$ cat src/rtl/qd_pkg.sv
package qd_pkg;
  typedef enum logic [1:0] {
    STEP_NONE = 2'b00,
    STEP_UP   = 2'b01,
    STEP_DOWN = 2'b10
  } step_e;
endpackage

$ cat src/rtl/qd_glitch_filter.sv
// Synchronizer, polarity inversion and run-length glitch filter for one phase.
module qd_glitch_filter #(
  parameter int FILT_W      = 4,
  parameter int SYNC_STAGES = 2
) (
  input  logic              clk,
  input  logic              rst_n,
  input  logic              pin_i,
  input  logic              invert_i,
  input  logic [FILT_W-1:0] limit_i,
  output logic              level_o
);
  logic [SYNC_STAGES-1:0] sync_q, sync_d;
  logic [SYNC_STAGES:0]   sync_ext;
  logic [FILT_W-1:0]      run_q, run_d, run_inc;
  logic                   lvl_q, lvl_d;
  logic                   sample;

  assign sync_ext = {sync_q, pin_i};
  assign sync_d   = sync_ext[SYNC_STAGES-1:0];
  assign sample   = sync_q[SYNC_STAGES-1] ^ invert_i;
  assign run_inc  = run_q + 1'b1;

  always_comb begin
    run_d = run_q;
    lvl_d = lvl_q;
    if (sample == lvl_q) begin
      run_d = '0;
    end else if (run_inc >= limit_i) begin
      lvl_d = sample;
      run_d = '0;
    end else begin
      run_d = run_inc;
    end
  end

  always_ff @(posedge clk or negedge rst_n) begin
    if (!rst_n) begin
      sync_q <= '0;
      run_q  <= '0;
      lvl_q  <= 1'b0;
    end else begin
      sync_q <= sync_d;
      run_q  <= run_d;
      lvl_q  <= lvl_d;
    end
  end

  assign level_o = lvl_q;
endmodule

$ cat src/rtl/qd_step_decode.sv
// Turns two filtered phase levels into up/down steps.
module qd_step_decode
  import qd_pkg::*;
(
  input  logic  clk,
  input  logic  rst_n,
  input  logic  mode_i,
  input  logic  a_i,
  input  logic  b_i,
  output step_e step_o
);
  logic  a_prev_q, b_prev_q;
  logic  a_chg, b_chg, a_rise;
  step_e step_d;

  assign a_chg  = a_i ^ a_prev_q;
  assign b_chg  = b_i ^ b_prev_q;
  assign a_rise = a_i & ~a_prev_q;

  always_comb begin
    step_d = STEP_NONE;
    if (!mode_i) begin
      if (a_chg ^ b_chg) begin
        if ((a_chg && (a_i != b_i)) || (b_chg && (a_i == b_i)))
          step_d = STEP_UP;
        else
          step_d = STEP_DOWN;
      end
    end else if (a_rise) begin
      step_d = b_i ? STEP_UP : STEP_DOWN;
    end
  end

  always_ff @(posedge clk or negedge rst_n) begin
    if (!rst_n) begin
      a_prev_q <= 1'b0;
      b_prev_q <= 1'b0;
    end else begin
      a_prev_q <= a_i;
      b_prev_q <= b_i;
    end
  end

  assign step_o = step_d;
endmodule

$ cat src/rtl/qd_pos_counter.sv
// Modulo up/down position counter with registered step pulses.
module qd_pos_counter
  import qd_pkg::*;
#(
  parameter int CNT_W = 16
) (
  input  logic             clk,
  input  logic             rst_n,
  input  step_e            step_i,
  input  logic [CNT_W-1:0] modulo_i,
  output logic [CNT_W-1:0] pos_o,
  output logic             inc_o,
  output logic             dec_o,
  output logic             wrap_o
);
  logic [CNT_W-1:0] pos_q, pos_d;
  logic             inc_q, dec_q, wrap_q;
  logic             inc_d, dec_d, wrap_d;

  always_comb begin
    pos_d  = pos_q;
    inc_d  = (step_i == STEP_UP);
    dec_d  = (step_i == STEP_DOWN);
    wrap_d = 1'b0;
    if (inc_d) begin
      if (pos_q >= modulo_i) begin
        pos_d  = '0;
        wrap_d = 1'b1;
      end else begin
        pos_d  = pos_q + 1'b1;
      end
    end else if (dec_d) begin
      if (pos_q == '0) begin
        pos_d  = modulo_i;
        wrap_d = 1'b1;
      end else begin
        pos_d  = pos_q - 1'b1;
      end
    end
  end

  always_ff @(posedge clk or negedge rst_n) begin
    if (!rst_n) begin
      pos_q  <= '0;
      inc_q  <= 1'b0;
      dec_q  <= 1'b0;
      wrap_q <= 1'b0;
    end else begin
      pos_q  <= pos_d;
      inc_q  <= inc_d;
      dec_q  <= dec_d;
      wrap_q <= wrap_d;
    end
  end

  assign pos_o  = pos_q;
  assign inc_o  = inc_q;
  assign dec_o  = dec_q;
  assign wrap_o = wrap_q;
endmodule

$ cat src/rtl/quad_pos_decoder.sv
module quad_pos_decoder #(
  parameter int CNT_W       = 16,
  parameter int FILT_W      = 4,
  parameter int SYNC_STAGES = 2
) (
  input  logic              clk,
  input  logic              rst_n,
  input  logic              mode_i,
  input  logic              pol_a_i,
  input  logic              pol_b_i,
  input  logic [FILT_W-1:0] filt_a_i,
  input  logic [FILT_W-1:0] filt_b_i,
  input  logic [CNT_W-1:0]  modulo_i,
  input  logic              phase_a_i,
  input  logic              phase_b_i,
  output logic              inc_o,
  output logic              dec_o,
  output logic [CNT_W-1:0]  pos_o,
  output logic              wrap_o
);
  localparam int NPH = 2;

  logic [NPH-1:0]        pin_v, inv_v, lvl_v;
  logic [FILT_W-1:0]     lim_v [NPH];
  qd_pkg::step_e         step;

  assign pin_v    = {phase_b_i, phase_a_i};
  assign inv_v    = {pol_b_i, pol_a_i};
  assign lim_v[0] = filt_a_i;
  assign lim_v[1] = filt_b_i;

  for (genvar p = 0; p < NPH; p++) begin : g_phase
    qd_glitch_filter #(
      .FILT_W      (FILT_W),
      .SYNC_STAGES (SYNC_STAGES)
    ) u_filt (
      .clk      (clk),
      .rst_n    (rst_n),
      .pin_i    (pin_v[p]),
      .invert_i (inv_v[p]),
      .limit_i  (lim_v[p]),
      .level_o  (lvl_v[p])
    );
  end

  qd_step_decode u_dec (
    .clk    (clk),
    .rst_n  (rst_n),
    .mode_i (mode_i),
    .a_i    (lvl_v[0]),
    .b_i    (lvl_v[1]),
    .step_o (step)
  );

  qd_pos_counter #(.CNT_W(CNT_W)) u_cnt (
    .clk      (clk),
    .rst_n    (rst_n),
    .step_i   (step),
    .modulo_i (modulo_i),
    .pos_o    (pos_o),
    .inc_o    (inc_o),
    .dec_o    (dec_o),
    .wrap_o   (wrap_o)
  );
endmodule

$ cat config.mk
export PLATFORM = sky130hd
export DESIGN_NAME = quad_pos_decoder
export DESIGN_NICKNAME = d
export VERILOG_FILES = /design/src/rtl/qd_pkg.sv /design/src/rtl/qd_glitch_filter.sv /design/src/rtl/qd_step_decode.sv /design/src/rtl/qd_pos_counter.sv /design/src/rtl/quad_pos_decoder.sv
export SDC_FILE = /design/constraint.sdc
export NUM_CORES = 1
export LEC_CHECK = 0
export BUFFER_PORTS_ARGS = -buffer_cell sky130_fd_sc_hd__buf_2
export CELL_PAD_IN_SITES_DETAIL_PLACEMENT = 1
export CELL_PAD_IN_SITES_GLOBAL_PLACEMENT = 1
export CORE_AREA = 2 2 63 125
export DETAILED_ROUTE_END_ITERATION = 6
export DIE_AREA = 0 0 65 127
export GPL_TIMING_DRIVEN = 0
export PLACE_DENSITY_LB_ADDON = 0.15
export RECOVER_POWER = 100
export SLEW_MARGIN = 10
export SYNTH_ARGS = -nofsm -noshare
export SYNTH_HDL_FRONTEND = slang
export SYNTH_SLANG_ARGS = --single-unit
$ cat constraint.sdc
create_clock -name clk -period 7.65 [get_ports clk]
set_clock_uncertainty 0.1 [all_clocks]
set_input_delay 0.765 -clock clk [delete_from_list [all_inputs] [get_ports clk]]
set_output_delay 0.765 -clock clk [all_outputs]
set_load 0.01 [all_outputs]
==> results of run 1 <==
## synthesized netlist by cell type (all sizes together) (2+ instances only)
master   n  area [sq um]
xnor2    7         61.31
a22oi    3         22.52
nand3   19         100.1
a21o     9         67.56
o211ai   3         22.52
ha      32         400.4
o21ai   12         67.56
nor4b    2         17.52
nand4    2         18.77
o31ai    3         22.52
nor3b    3         22.52
a211oi   5         37.54
o21bai   2         15.01
nor3    11         77.57
clkbuf   7         28.78
a211o   11         96.34
o21a     2         15.01
nor2    23         86.33
nor2b    3         18.77
dfrtp   35         875.8
or2      4         25.03
or3      7         43.79
mux2     2         22.52
buf     11         90.08
a21oi   22         110.1
inv     29         108.9
nand2b   2         12.51
nand2   26         97.59
xor2    11         96.34
and3     8         50.05
nor4     7         50.05
a31oi    2         12.51
## cells by family after synthesis
family,count (synthesis),synth area share (%)
adder cells (fa/ha/maj),32,13.91
AO/OA/AOI/OAI,80,18.78
multiplexers,2,0.7826
buffers and inverters,47,7.913
AND/OR/NAND/NOR,121,22.70
flip-flops,35,30.43
XOR/XNOR,18,5.478
## state kept, by name, summed over array words and instances, names as in the netlist, 2 cells and up
name and count:
g_phase.u_filt.level_o 2, g_phase.u_filt.run_q 8, g_phase.u_filt.sync_q 4, u_cnt.pos_o 16
## worst max-delay path: cells and delay by family (launching register included)
kind,cells,cell delay [ns]
AOI/OAI and AO/OA,3,0.39
xor gates and xnor gates,1,0.28
adders and majority gates,2,0.75
buffers and inverters,2,0.44
DFF,1,0.47
and+or+nand+nor,4,1.10
## per-layer routing
layer,up-vias,global-route usage [%]
met5,-,0
met4,0,9.262
met3,17,2.289
met2,46,44.88
met1,1305,22.10
li1,1313,-
## cell type report
class	count	area, sq um	area share [%]
Clock buffer	6	138.9	4.140
Buffer	18	116.4	3.469
Timing Repair Buffer	49	220.2	6.565
Tap cell	92	115.1	3.432
Clock inverter	1	5.005	0.1492
Multi-Input combinational cell	253	1774	52.89
Sequential cell	35	875.8	26.11
Inverter	29	108.9	3.245
## layout by cell type (no fill, tap or decap), types with 3 or more instances in the layout
cell	instances
sky130_fd_sc_hd__o31ai_1	3
sky130_fd_sc_hd__nor2_1	23
sky130_fd_sc_hd__nand3_1	18
sky130_fd_sc_hd__a211o_1	11
sky130_fd_sc_hd__a21o_1	9
sky130_fd_sc_hd__clkbuf_16	5
sky130_fd_sc_hd__nor4_1	6
sky130_fd_sc_hd__or3_1	7
sky130_fd_sc_hd__a21oi_1	22
sky130_fd_sc_hd__a22oi_1	3
sky130_fd_sc_hd__buf_6	4
sky130_fd_sc_hd__nor3b_1	3
sky130_fd_sc_hd__inv_1	29
sky130_fd_sc_hd__or2_2	3
sky130_fd_sc_hd__o21ai_0	9
sky130_fd_sc_hd__a211oi_1	5
sky130_fd_sc_hd__buf_4	4
sky130_fd_sc_hd__xor2_1	11
sky130_fd_sc_hd__nor3_1	9
sky130_fd_sc_hd__and3_1	8
sky130_fd_sc_hd__o211ai_1	3
sky130_fd_sc_hd__ha_1	32
sky130_fd_sc_hd__dfrtp_1	35
sky130_fd_sc_hd__xnor2_1	7
sky130_fd_sc_hd__clkbuf_1	27
sky130_fd_sc_hd__buf_2	30
sky130_fd_sc_hd__nand2_1	26
sky130_fd_sc_hd__nor2b_1	3
## how the worst min path moves through the flow
stage,end,slack [ns],cells after the start
after floorplan,g_phase[0].u_filt.sync_q[1]$_DFF_PN0_,0.23,0
after global routing,g_phase[0].u_filt.sync_q[1]$_DFF_PN0_,0.27,0
after global placement,g_phase[0].u_filt.sync_q[1]$_DFF_PN0_,0.23,0
after detailed placement,g_phase[0].u_filt.sync_q[1]$_DFF_PN0_,0.24,0
final,g_phase[0].u_filt.sync_q[1]$_DFF_PN0_,0.26,0
after CTS,g_phase[0].u_filt.sync_q[1]$_DFF_PN0_,0.26,0
## power by group through the flow
stage / clock network [mW] / logic, mW / registers, mW
final: 0.206 / 0.892 / 0.320
after global placement: 0 / 0.881 / 0.319
after floorplan: 0 / 0.623 / 0.324
after detailed placement: 0 / 0.905 / 0.324
after CTS: 0.209 / 0.912 / 0.322
after global routing: 0.218 / 0.988 / 0.333
==> results.md, run 1 <==
| Quantity | Value |
|---|---|
| Drt first pass iters | 4 |
| Via/cell ratio | 5.551 |
| Worst VDD drop | 0.1674 mV |
| Sink count of the clock tree | 35 |
| Number of filler instances in the final layout | 916 |
| Number of vias in the routed layout | 2,681 |
| CP startpoint kind | register |
| CTS clock-pin slew for the worst setup and hold paths | 0.06 ns |
| Reg-to-reg endpoint | u_cnt.pos_o[2]$_DFFE_PN0P_ |
| Gr usage total | 22.36% |
| Global-route wire length before repair | 14,210 microns |
| Number of I/O port buffers | 49 |
| Arrival time of the worst setup path | 3.73 ns |
| Max cap viols | 1 |
| Classification of the worst setup path | register to register |
| Register-to-register setup slack | 4.05 ns |
| Element type at the critical path end | register |
| Uppermost signal routing layer after detailed routing | met4 |
| Slew HR | -31.24% |
| Starting density of the core | 39.90% |
| Combinational share of power | 62.9% |
| Remaining antenna violation count after routing | 0 |
| Number of nets in the finished design | 454 |
| Quantity of hold-fixing buffers added after cts | 0 |
| Final-report setup violation count | 0 |
| Initial antenna violation count | 0 |
| Count of endpoints failing hold in the final timing report | 0 |
| Post-Place Worst Slack | 4.051 ns |
| Yosys warns | 0 |
| Synthesized instance count | 335 |
| Setup Fix Bufs, Post-CTS | 0 |
| Die outline area | 8255 sq um |
| Distinct cells, synth | 52 |
| Outcome | finished with violations |
| DRT iter0 DRCs | 74 |
| Fraction of the yosys area taken by sequential cells | 30.43% |
| Proportion of layout cells with a drive suffix above 1 | 15.09% |
| Worst setup slack after layout | 4.050 ns |
| I/O pin total | 50 |
| Ordered list of cells on the worst path | ha_1 -> xnor2_1 -> nor2_1 -> a21oi_1 -> o22ai_1 -> inv_1 -> ha_1 -> nor3b_1 -> nand3_1 -> clkbuf_1 -> nor4b_1 -> a211o_1 |
| Horizontal die dimension | 65 microns |
| Cell area after placement | 3238 sq um |
| Peak fanout along the critical path | 10 |
| Total length of routed met2 wires | 5029 microns |
| Number of global-route vias before repair | 2,952 |
| Antenna cell count | 0 |
| Worst reg2reg path startpoint | g_phase[0].u_filt.level_o$_DFFE_PN0P_ |
| Setup Total Neg Slack | 0 ns |
| EDFF count, synth | 0 |
| Worst setup path endpoint | u_cnt.pos_o[2]$_DFFE_PN0P_ |
| Root buf cell | sky130_fd_sc_hd__clkbuf_16 |
| Cell total after placement | 476 |
| Global route total overflow | 0 |
| Number of H-tree levels | 2 |
| Chip Height | 127 microns |
| Number of pins with negative max-slew slack in the final report | 36 |
| Growth of design area from synthesis to finish | 16.57% |
| CP max stage cell | sky130_fd_sc_hd__dfrtp_1 |
| CP required | 7.78 ns |
| Routed met3 length | 229 microns |
| Net Sw Frac | 49.17% |
| Pin count of the biggest net entering global routing | 36 |
| Total wire length | 8639 microns |
| Clock buffers created by TritonCTS | 5 |
| Worst reg-to-reg path cell count | 12 |
| Detailed-route DRC error count | 0 |
| Achievable clock frequency | 0.2778 GHz |
| Num rows | 44 |
| Sequential share of power | 22.6% |
| Final non-filler cell area | 3354 sq um |
| Delay contributed by the slowest stage of the critical path | 0.47 ns |
| Most frequent cell on the critical path | sky130_fd_sc_hd__ha_1 |
| Worst-Margin Slew | 1.969 ns |
| Critical path startpoint | g_phase[0].u_filt.level_o$_DFFE_PN0P_ |
| Synth async-reset ratio | 100.0% |
| Routed metal-1 wirelength | 3108 microns |
| Total power of the final layout | 1.419 mW |
| Area inside the core boundary | 7212 sq um |
| Primary FF master, synth | sky130_fd_sc_hd__dfrtp_1 |
| Hold crit path type | register to register |
| Buffer levels on the longest clock path | 2 |
| Insertion delay of the later-clocked pin in the worst-skew pair | 0.29 ns |
| P_sw | 0.6977 mW |
| CTS-repair resized insts | 0 |
| Origin of the worst min-delay path | g_phase[0].u_filt.sync_q[0]$_DFF_PN0_ |
| Post-Synthesis Mean Instance Area | 8.590 sq um |
| Synth Register Bits | 35 |
| Violations in the final reports | capacitance limit, slew limit |
| RSZ-0062 raised after global routing | no |
| Mapped Area | 2878 sq um |
| Final hold slack | 0.2599 ns |
| Half-perimeter wire length after placement | 6742 microns |
| Internal Dissipation | 0.7212 mW |
| Leakage power total | 1.673 nW |
| Pwr/cell area | 423.0 nW/um^2 |
| Number of nets produced by synthesis | 398 |
| Share of power burned in the clock network | 14.5% |
| Routability congestion estimate | 0.8508 |
| Fin crit share | 47.06% |
| CTS tree | built |
| Non-Filler Instances | 483 |
| Average wire per standard cell | 17.89 microns |
| Post-layout minimum cycle time | 3.600 ns |
| Final standard cell utilization of the core | 46.51% |
Power figures use the tool's default switching activity.
==> inputs of run 2 (changes only) <==
--- a/config.mk
+++ b/config.mk
@@ -5,12 +5,13 @@
 export SDC_FILE = /design/constraint.sdc
 export NUM_CORES = 1
 export LEC_CHECK = 0
+export ABC_AREA = 1
 export BUFFER_PORTS_ARGS = -buffer_cell sky130_fd_sc_hd__buf_2
 export CELL_PAD_IN_SITES_DETAIL_PLACEMENT = 1
 export CELL_PAD_IN_SITES_GLOBAL_PLACEMENT = 1
-export CORE_AREA = 2 2 63 125
+export CORE_AREA = 2 2 71 140
 export DETAILED_ROUTE_END_ITERATION = 6
-export DIE_AREA = 0 0 65 127
+export DIE_AREA = 0 0 73 142
 export GPL_TIMING_DRIVEN = 0
 export PLACE_DENSITY_LB_ADDON = 0.15
 export RECOVER_POWER = 100
==> constraint.sdc (replaced) <==
create_clock -name clk -period 3.1 [get_ports clk]
set_clock_uncertainty 0.1 [all_clocks]
set_input_delay 0.31 -clock clk [delete_from_list [all_inputs] [get_ports clk]]
set_output_delay 0.31 -clock clk [all_outputs]
set_load 0.01 [all_outputs]
==> run 2 against run 1 <==
Compared with the run above:
- the flow still finishes with violations (capacitance limit, slew limit)
- clock-buffer cell count unchanged
- fmax increased by 22%
- global-route usage increased by 0.85 points
- non-clock buffer count increased by 1
- sequential cell count unchanged
- setup slack got worse by 3.9 ns
- sequential power increased to 2.6 times the previous value
- critical path type unchanged
- largest power group unchanged
==> results.md, run 2 <==
| Quantity | Value |
|---|---|
| Half-perimeter wire length after placement | 9399 microns |
| Global-route wire length before repair | 18,180 microns |
| Compound-gate portion of the synthesized area | 7.331% |
| Final-report setup violation count | 0 |
| Average wire per standard cell | 17.20 microns |
| Starting density of the core | 36.62% |
| Most common cell after layout, fill and taps aside | sky130_fd_sc_hd__nand2_1 |
| Number of nets produced by synthesis | 562 |
| Fraction of the yosys area taken by sequential cells | 25.66% |
| Synth async-reset ratio | 100.0% |
| Total wire length | 11,410 microns |
| Most instantiated library cell after synthesis | sky130_fd_sc_hd__nand2_1 |
| Pin count of the biggest net entering global routing | 36 |
| Post-Synthesis Mean Instance Area | 6.840 sq um |
| Distinct cells, synth | 36 |
| Arithmetic-cell share of the synthesized area counting full adders, half adders and majority gates | 11.73% |
| Pwr/cell area | 1079 nW/um^2 |
| Proportion of layout cells with a drive suffix above 1 | 16.82% |
| Number of H-tree levels | 2 |
| CP startpoint kind | register |
| Hold crit path type | input port to register |
| Synthesized instance count | 499 |
| Cell type with the highest aggregate area in the netlist | sky130_fd_sc_hd__dfrtp_1 |
| Area inside the core boundary | 9321 sq um |
| Number of pins with negative max-slew slack in the final report | 36 |
| Synth Register Bits | 35 |
| Num rows | 50 |
| Insertion delay of the later-clocked pin in the worst-skew pair | 0.29 ns |
| Ranking of synthesized cells by instance count | sky130_fd_sc_hd__nand2_1, sky130_fd_sc_hd__inv_1, sky130_fd_sc_hd__nand3_1 |
| Sink count of the clock tree | 35 |
| Total power of the final layout | 4.301 mW |
| Portion of synthesized cell area occupied by the leading cell type | 25.66% |
| Initial antenna violation count | 0 |
| Fin crit share | 95.11% |
| Global route total overflow | 0 |
| Flip-flop count of the largest register, all copies and words added | 16 |
| Yosys warns | 0 |
| Gr usage total | 23.21% |
| Buffer levels on the longest clock path | 2 |
| Element type at the critical path end | register |
| Number of global-route vias before repair | 3,749 |
| Largest cells by area after synthesis | sky130_fd_sc_hd__dfrtp_1, sky130_fd_sc_hd__nand2_1, sky130_fd_sc_hd__ha_1, sky130_fd_sc_hd__inv_1, sky130_fd_sc_hd__nand3_1 |
| I/O pin total | 50 |
| Arrival time of the worst setup path | 3.07 ns |
| Horizontal die dimension | 73 microns |
| Root buf cell | sky130_fd_sc_hd__clkbuf_16 |
| Leading cell types in the layout, fill and taps excluded | sky130_fd_sc_hd__nand2_1, sky130_fd_sc_hd__inv_1, sky130_fd_sc_hd__nand3_1 |
| Leakage power total | 2.116 nW |
| Detailed-route DRC error count | 0 |
| Final standard cell utilization of the core | 42.75% |
| Main combinational cell family by area after synthesis | simple AND/OR/NAND/NOR gates |
| Simple-Gate Fraction of Synth Area | 38.75% |
| Worst VDD drop | 0.4311 mV |
| Mapped Area | 3413 sq um |
| Via/cell ratio | 5.229 |
| CTS tree | built |
| DRT iter0 DRCs | 162 |
| Area share of xor/xnor cells in the synthesized design | 4.619% |
| Clock buffers created by TritonCTS | 5 |
| Max cap viols | 1 |
| Die outline area | 10,370 sq um |
| CTS clock-pin slew for the worst setup and hold paths | 0.06 ns |
| Portion of netlist area occupied by mux cells | 0% |
| Post-layout minimum cycle time | 2.948 ns |
| Slew HR | -38.22% |
| Routability congestion estimate | 0.8937 |
| Outcome | finished with violations |
| Number of vias in the routed layout | 3,467 |
| Drt first pass iters | 4 |
| Chip Height | 142 microns |
| Classification of the worst setup path | register to register |
| Growth of design area from synthesis to finish | 16.75% |
| Number of I/O port buffers | 49 |
| Violations in the final reports | capacitance limit, slew limit |
| Remaining antenna violation count after routing | 0 |
| Primary FF master, synth | sky130_fd_sc_hd__dfrtp_1 |
| Achievable clock frequency | 0.3392 GHz |
| Worst-Margin Slew | 2.073 ns |
| Peak fanout along the critical path | 10 |
| Antenna cell count | 0 |
| EDFF count, synth | 0 |
| Number of nets in the finished design | 621 |
| CP required | 3.23 ns |
| Count of endpoints failing hold in the final timing report | 0 |
run 2: changes by cell type in the layout (fill, tap and decap cells not counted), sizes merged, moves of 8 or more:
cell and change:
nand2 +117, inv +45, nor2 +34, nand3 +31, a211o -11, buf +10
nand4 +10, a21o -9, clkbuf -9, and3 -8
run 2: worst paths after layout:
kind	startpoint	slack, ns	depth (start not counted)	end
worst max-delay path	g_phase[0].u_filt.level_o$_DFFE_PN0P_	0.15	14	u_cnt.pos_o[13]$_DFFE_PN0P_
worst min-delay path	phase_b_i	0.03	1	g_phase[1].u_filt.sync_q[0]$_DFF_PN0_
worst max register to register	g_phase[0].u_filt.level_o$_DFFE_PN0P_	0.15	14	u_cnt.pos_o[13]$_DFFE_PN0P_
worst min register to register	g_phase[0].u_filt.sync_q[0]$_DFF_PN0_	0.26	0	g_phase[0].u_filt.sync_q[1]$_DFF_PN0_
max in group asynchronous	rst_n	1.03	1	g_phase[0].u_filt.level_o$_DFFE_PN0P_
min in group asynchronous	rst_n	0.51	1	u_cnt.pos_o[5]$_DFFE_PN0P_
run 2: cell families after synthesis:
family / after synthesis
compound gates: 42
xor+xnor: 18
fa+ha+maj: 32
buf+inv: 92
flops: 35
simple gates: 280
run 2: area by class of cell:
cell class,instances,area (sq um)
plain buffers,15,121.4
clock buffers,6,138.9
clock inverters,2,35.03
fillers,1257,5336
inverters,76,289.0
multi-input cells,372,2143
flip-flops and latches,35,877.1
well taps,104,130.1
repair buffers,53,250.2
run 2: critical path, stage by stage, from the launching register on:
cell	delay, ns
sky130_fd_sc_hd__dfrtp_2	0.46
sky130_fd_sc_hd__ha_1	0.34
sky130_fd_sc_hd__o21ai_0	0.24
sky130_fd_sc_hd__inv_1	0.07
sky130_fd_sc_hd__o22ai_1	0.28
sky130_fd_sc_hd__ha_4	0.23
sky130_fd_sc_hd__inv_2	0.10
sky130_fd_sc_hd__nor3b_2	0.17
sky130_fd_sc_hd__nand2_1	0.11
sky130_fd_sc_hd__a21oi_4	0.21
sky130_fd_sc_hd__buf_6	0.18
sky130_fd_sc_hd__nand3_1	0.18
sky130_fd_sc_hd__nand2_1	0.12
sky130_fd_sc_hd__nand2_1	0.05
sky130_fd_sc_hd__nand2_1	0.05
run 2: per-stage QoR:
stage | setup TNS, ns | hold slack (ns) | cell area (sq um) | std cells | setup WS (ns)
after floorplan | 0 | -0.08559 | 3413 | 499 | 0.6101
after global placement | -0.1940 | 0.2354 | 3789 | 652 | -0.1003
after detailed placement | -0.3319 | 0.2532 | 3789 | 652 | -0.1295
after CTS | 0 | 0.02796 | 3973 | 661 | 0.03103
after global routing | -0.02079 | 0.02662 | 3985 | 663 | -0.01553
final | 0 | 0.03144 | 3985 | 663 | 0.1516
run 2: what timing repair did:
| item | 4_1_cts | 5_1_grt |
|---|---|---|
| setup endpoints to repair | 9 | 13 |
| hold buffers | 0 | 0 |
| setup buffers | 1 | 3 |
| gates resized for setup | 1 | 4 |
run 2: power breakdown:
group,switching (mW),internal [mW]
Combinational,1.86,1.01
Clock,0.211,0.400
Sequential,0.203,0.617
Total,2.27,2.03
run 2: per-layer routing:
| layer | track usage, % | up-vias | share of wire [%] |
|---|---|---|---|
| li1 | - | 1696 | - |
| met1 | 20.34 | 1676 | 32 |
| met5 | 0 | - | 0 |
| met4 | 13.84 | 0 | 5.8 |
| met2 | 46.89 | 67 | 60 |
| met3 | 2.337 | 28 | 2.1 |
